### src/rtl/pfi_pkg.sv
package pfi_pkg;

    // Reason an active pulse is being terminated this cycle.
    typedef enum logic [1:0] {
        END_NONE    = 2'd0,
        END_TIMEOUT = 2'd1,
        END_RECOVER = 2'd2,
        END_SUPPLY  = 2'd3
    } pfi_end_e;

endpackage

### src/rtl/pfi_tick.sv
module pfi_tick #(
    parameter int TICK_DIV = 3333
) (
    input  logic clk,
    input  logic rst,
    output logic tick_o
);
    localparam int W = (TICK_DIV > 2) ? $clog2(TICK_DIV) : 1;

    typedef struct packed {
        logic [W-1:0] cnt;
    } tick_st_t;

    tick_st_t st_d, st_q;

    always_comb begin
        st_d = st_q;
        if (st_q.cnt == W'(TICK_DIV - 1)) begin
            st_d.cnt = '0;
        end else begin
            st_d.cnt = st_q.cnt + 1'b1;
        end
    end

    always_ff @(posedge clk) begin
        if (rst) begin
            st_q <= '0;
        end else begin
            st_q <= st_d;
        end
    end

    assign tick_o = (st_q.cnt == W'(TICK_DIV - 1));
endmodule

### src/rtl/pfi_qual.sv
module pfi_qual #(
    parameter int NEED_SAMPLES = 3
) (
    input  logic clk,
    input  logic rst,
    input  logic tick_i,
    input  logic below_i,
    input  logic good_i,
    output logic fire_o
);
    localparam int CW = $clog2(NEED_SAMPLES + 1);

    typedef struct packed {
        logic [CW-1:0] cnt;
        logic          armed;
    } qual_st_t;

    qual_st_t st_d, st_q;
    logic     fire;

    always_comb begin
        st_d = st_q;
        fire = 1'b0;
        if (!good_i) begin
            st_d.cnt = '0;
        end else if (tick_i) begin
            if (below_i) begin
                if (st_q.cnt == CW'(NEED_SAMPLES - 1) && st_q.armed) begin
                    fire       = 1'b1;
                    st_d.armed = 1'b0;
                end
                if (st_q.cnt != CW'(NEED_SAMPLES)) begin
                    st_d.cnt = st_q.cnt + 1'b1;
                end
            end else begin
                st_d.cnt   = '0;
                st_d.armed = 1'b1;
            end
        end
    end

    always_ff @(posedge clk) begin
        if (rst) begin
            st_q.cnt   <= '0;
            st_q.armed <= 1'b1;
        end else begin
            st_q <= st_d;
        end
    end

    assign fire_o = fire;
endmodule

### src/rtl/pfi_pulse.sv
module pfi_pulse
    import pfi_pkg::*;
#(
    parameter int HOLD_CYC = 25000
) (
    input  logic clk,
    input  logic rst,
    input  logic fire_i,
    input  logic below_i,
    input  logic good_i,
    output logic active_o
);
    localparam int TW = (HOLD_CYC > 2) ? $clog2(HOLD_CYC) : 1;

    typedef struct packed {
        logic          act;
        logic [TW-1:0] tmr;
    } pulse_st_t;

    pulse_st_t st_d, st_q;
    pfi_end_e  cause;

    always_comb begin
        st_d  = st_q;
        cause = END_NONE;
        if (st_q.act) begin
            if (!good_i) begin
                cause = END_SUPPLY;
            end else if (!below_i) begin
                cause = END_RECOVER;
            end else if (st_q.tmr == TW'(HOLD_CYC - 1)) begin
                cause = END_TIMEOUT;
            end
            if (cause != END_NONE) begin
                st_d.act = 1'b0;
                st_d.tmr = '0;
            end else begin
                st_d.tmr = st_q.tmr + 1'b1;
            end
        end else if (fire_i) begin
            st_d.act = 1'b1;
            st_d.tmr = '0;
        end
    end

    always_ff @(posedge clk) begin
        if (rst) begin
            st_q <= '0;
        end else begin
            st_q <= st_d;
        end
    end

    assign active_o = st_q.act;
endmodule

### src/rtl/pwrfail_irq.sv
module pwrfail_irq #(
    parameter int TICK_DIV     = 3333,
    parameter int HOLD_CYC     = 25000,
    parameter int NEED_SAMPLES = 3
) (
    input  logic clk,
    input  logic rst,
    input  logic below_i,
    input  logic supply_ok_i,
    output logic irq_n_o
);
    logic tick;
    logic fire;
    logic active;

    pfi_tick #(.TICK_DIV(TICK_DIV)) u_tick (
        .clk    (clk),
        .rst    (rst),
        .tick_o (tick)
    );

    pfi_qual #(.NEED_SAMPLES(NEED_SAMPLES)) u_qual (
        .clk     (clk),
        .rst     (rst),
        .tick_i  (tick),
        .below_i (below_i),
        .good_i  (supply_ok_i),
        .fire_o  (fire)
    );

    pfi_pulse #(.HOLD_CYC(HOLD_CYC)) u_pulse (
        .clk      (clk),
        .rst      (rst),
        .fire_i   (fire),
        .below_i  (below_i),
        .good_i   (supply_ok_i),
        .active_o (active)
    );

    assign irq_n_o = ~active;
endmodule

### config.mk
export PLATFORM = sky130hd
export DESIGN_NAME = pwrfail_irq
export DESIGN_NICKNAME = d
export VERILOG_FILES = /design/src/rtl/pfi_pkg.sv /design/src/rtl/pfi_tick.sv /design/src/rtl/pfi_qual.sv /design/src/rtl/pfi_pulse.sv /design/src/rtl/pwrfail_irq.sv
export SDC_FILE = /design/constraint.sdc
export NUM_CORES = 1
export LEC_CHECK = 0
export BUFFER_PORTS_ARGS = -buffer_cell sky130_fd_sc_hd__buf_2
export CAP_MARGIN = 40
export CELL_PAD_IN_SITES_DETAIL_PLACEMENT = 1
export CELL_PAD_IN_SITES_GLOBAL_PLACEMENT = 1
export CORE_ASPECT_RATIO = 0.9
export CORE_MARGIN = 3
export CORE_UTILIZATION = 47
export DETAILED_ROUTE_END_ITERATION = 6
export GPL_TIMING_DRIVEN = 0
export HOLD_SLACK_MARGIN = 0.03
export PLACE_DENSITY_LB_ADDON = 0.1
export SLEW_MARGIN = 10
export SYNTH_ARGS = -nofsm -noshare
export SYNTH_HDL_FRONTEND = slang
export SYNTH_SLANG_ARGS = --single-unit
### constraint.sdc
create_clock -name clk -period 1.95 [get_ports clk]
set_input_delay 0 -clock clk [delete_from_list [all_inputs] [get_ports clk]]
set_output_delay 0 -clock clk [all_outputs]
set_load 0.02 [all_outputs]
==> flow_summary.yaml <==
synthesis:
  synth_seq_cells: 31
  async_reset_ff_share_pct: 0
  avgSynthCellArea_um2: 8.98
  syn_nets: 199
  synth-compound-area-share_pct: 14.5
  synth_fa_ha_area_share_pct: 3.67
  synthSimpleGateAreaFrac_pct: 32.4
  synth_edf_count: 0
  syn_area_um2: 1710
  postSynthCellCount: 190
  ys_types: 56
  ys.flop_type: "dfxtp_1"
  muxShareOfSynthArea_pct: 0.587
  ys.warnings.count: 0
  synth_xor_area_share_pct: 5.65
  synth_top_family_by_area: "simple AND/OR/NAND/NOR gates"
  yosysSeqAreaShare_pct: 36.4
floorplan:
  die_w_um: 69.5
  num_io_pins: 5
  core_um2: 3430
  die_h_um: 63.2
  fp.dieArea_um2: 4390
  initial_core_util_pct: 49.8
  std_cell_rows: 20
pwr:
  power_density_nw_per_um2: 658
  cellInternalPower_mw: 0.985
  clockPowerShare_pct: 43.9
  p_sw_share_pct: 21.9
  p_leak_nw: 0.658
  power_frac_comb_pct: 4.9
  seqPwrFrac_pct: 51.2
  power.switching_mw: 0.276
  irDropWorstVdd_mv: 0.432
clocking:
  clk_pin_slew_worst_paths_ps: 60
  cts_root_buffer: "clkbuf_8"
  cts_tree: "yes"
  ctsHtreeMaxLevel: 2
  clock_sinks: 31
  clock_latency_ps: 280
  post_cts_buffers: 0
  cts_buffers: 5
  clk_path_buf_depth: 2
place:
  portBuffers: 4
  place_congestion: 0.794
  place.detailed.hpwl_um: 3030
worst_setup_path:
  crit_path_start_kind: "flop"
  crit_required_ps: 2140
  crit_arrival_ps: 1980
  end_kind: "flop"
  crit_type: "flop to flop"
  crit_fanout: 10
global_routing:
  grt_max_degree: 11
  grt_usage_pct: 20.0
  grt_pass1_vias: 1526
  grt-ovfl-total: 0
  grt_pass1_wl_um: 7190
  antenna_found_initial: 0
timing:
  hold_violations: 0
  fin_crit_sh_pct: 91.7
  period_needed_ps: 1790
  relSlewSlack_pct: 61.4
  grt_setup_unrepaired: "no"
  max_freq_mhz: 559
  setup_viol: 0
  clock_skew_ps: 3.10
  worst_pin_slew_ps: 579
  fin_tns_setup_ps: 0
  slew_violations: 0
cells_and_area:
  final_util_pct: 55.9
  nNetsFinal: 212
  syn_to_final_growth_pct: 12.2
  antenna_cells: 0
  drive_gt1_share_pct: 17.2
routing:
  vias: 1466
  wl_per_cell_um: 17.0
  viasPerCell: 5.91
  drt-total-wl_um: 4210
  drt-initial-drc-count: 63
  drc: 0
  ant_nets: 0
  first_pass_iters: 4
worst_hold_path:
  hold_class: "input pin to flop"
status:
  outcome: "completed"
job:
  max_cap_viol_count: 0
## flip-flops by register name, summed over array words and instances, names as in the netlist
register / count
u_qual.st_q: 3
u_tick.st_q: 12
u_pulse.st_q: 15
u_pulse.active_o: 1
## logic make-up after synthesis
| group | after synthesis |
|---|---|
| and+or+nand+nor | 92 |
| DFF | 31 |
| AOI/OAI and AO/OA | 30 |
| adders and majority gates | 5 |
| muxes | 1 |
| buffers and inverters | 20 |
| xor gates and xnor gates | 11 |
## critical path, stage by stage, from the launching register on
cell	delay [ps]
dfxtp_1	350
inv_1	70
ha_1	220
and4_2	240
a41oi_4	320
clkbuf_4	290
nand2_1	80
o211ai_1	110
## layout make-up
type | instances | area, µm²
fill | 404 | 1510
multi-input combinational | 139 | 981
tap | 44 | 55.1
timing repair buffer | 6 | 40.0
sequential | 31 | 621
clock buffer | 8 | 100
buffer | 7 | 70.1
inverter | 13 | 48.8
## per-stage QoR
stage	total power [mW]	cells	worst slack [ps]	hold slack, ps	area, µm²
after global placement	0.712	238	191	213	1780
after detailed placement	0.715	238	104	227	1780
after floorplan	0.695	190	408	72.4	1710
final	1.26	248	162	98.0	1920
after global routing	1.31	248	57.2	113	1920
after CTS	1.28	248	83.4	61.1	1900
## power by group through the flow
stage	sequential, mW	combinational (mW)	clock (mW)
2_1_floorplan	0.658	0.0370	0
3_3_place_gp	0.659	0.0532	0
3_5_place_dp	0.659	0.0557	0
4_1_cts	0.645	0.0592	0.574
5_1_grt	0.646	0.0674	0.596
6_report	0.645	0.0617	0.554
## Yosys cell counts (all sizes together) (2+ instances only)
library cell | n | area share [%]
a31oi | 5 | 1.8
a41oi | 2 | 2.6
and2 | 2 | 0.88
and3 | 2 | 0.73
and4 | 5 | 2.6
and4bb | 2 | 1.5
buf | 6 | 3.2
dfxtp | 31 | 36
ha | 5 | 3.7
inv | 13 | 2.9
nand2 | 21 | 5.1
nand2b | 3 | 1.2
nand3 | 13 | 3.8
nand4 | 10 | 4.0
nor2 | 14 | 3.1
nor3 | 3 | 0.88
nor4b | 3 | 2.3
o211ai | 5 | 2.5
o21ai | 4 | 1.2
o22ai | 5 | 1.8
or2 | 6 | 2.2
xnor2 | 5 | 2.6
xor2 | 6 | 3.1
## placed cells by master (no fill, tap or decap), types with 2 or more instances in the layout
cell / n
inv_1: 13
nor3_1: 3
o211ai_1: 4
buf_6: 2
nor2_1: 14
nand3_1: 13
dfxtp_1: 31
nor4b_2: 2
buf_2: 4
dlygate4sd3_1: 2
o21ai_1: 3
nand2_1: 20
clkbuf_8: 8
or2_2: 2
nand2b_1: 2
and4_1: 4
a31oi_1: 5
a41oi_4: 2
ha_1: 5
and3_1: 2
or2_1: 4
o22ai_1: 5
and2_2: 2
xnor2_1: 5
xor2_1: 6
nand4_1: 9
## metal layers
layer | track usage (%) | part of all wire, % | vias up
li1 | - | - | 711
met1 | 26.7 | 49 | 726
met2 | 32.9 | 47 | 24
met3 | 4.31 | 3.8 | 5
met4 | 5.12 | 0.67 | 0
met5 | 0 | 0 | -
## final timing paths
check	from	endpoint	slack [ps]	cells after the start
worst min register to register	u_tick.st_q[0]	u_tick.st_q[0]	480	1
worst max-delay path	u_qual.st_q[1]	u_pulse.st_q[5]	160	7
worst min-delay path	below_i	u_qual.st_q[2]	100	3
worst max register to register	u_qual.st_q[1]	u_pulse.st_q[5]	160	7
## timing repair
item	4_1_cts	5_1_grt
endpoints found under the hold margin	2	0
setup endpoints to repair	0	4
gates resized for setup	0	2
hold buffers	2	0
(Power assumes the default switching activity.)
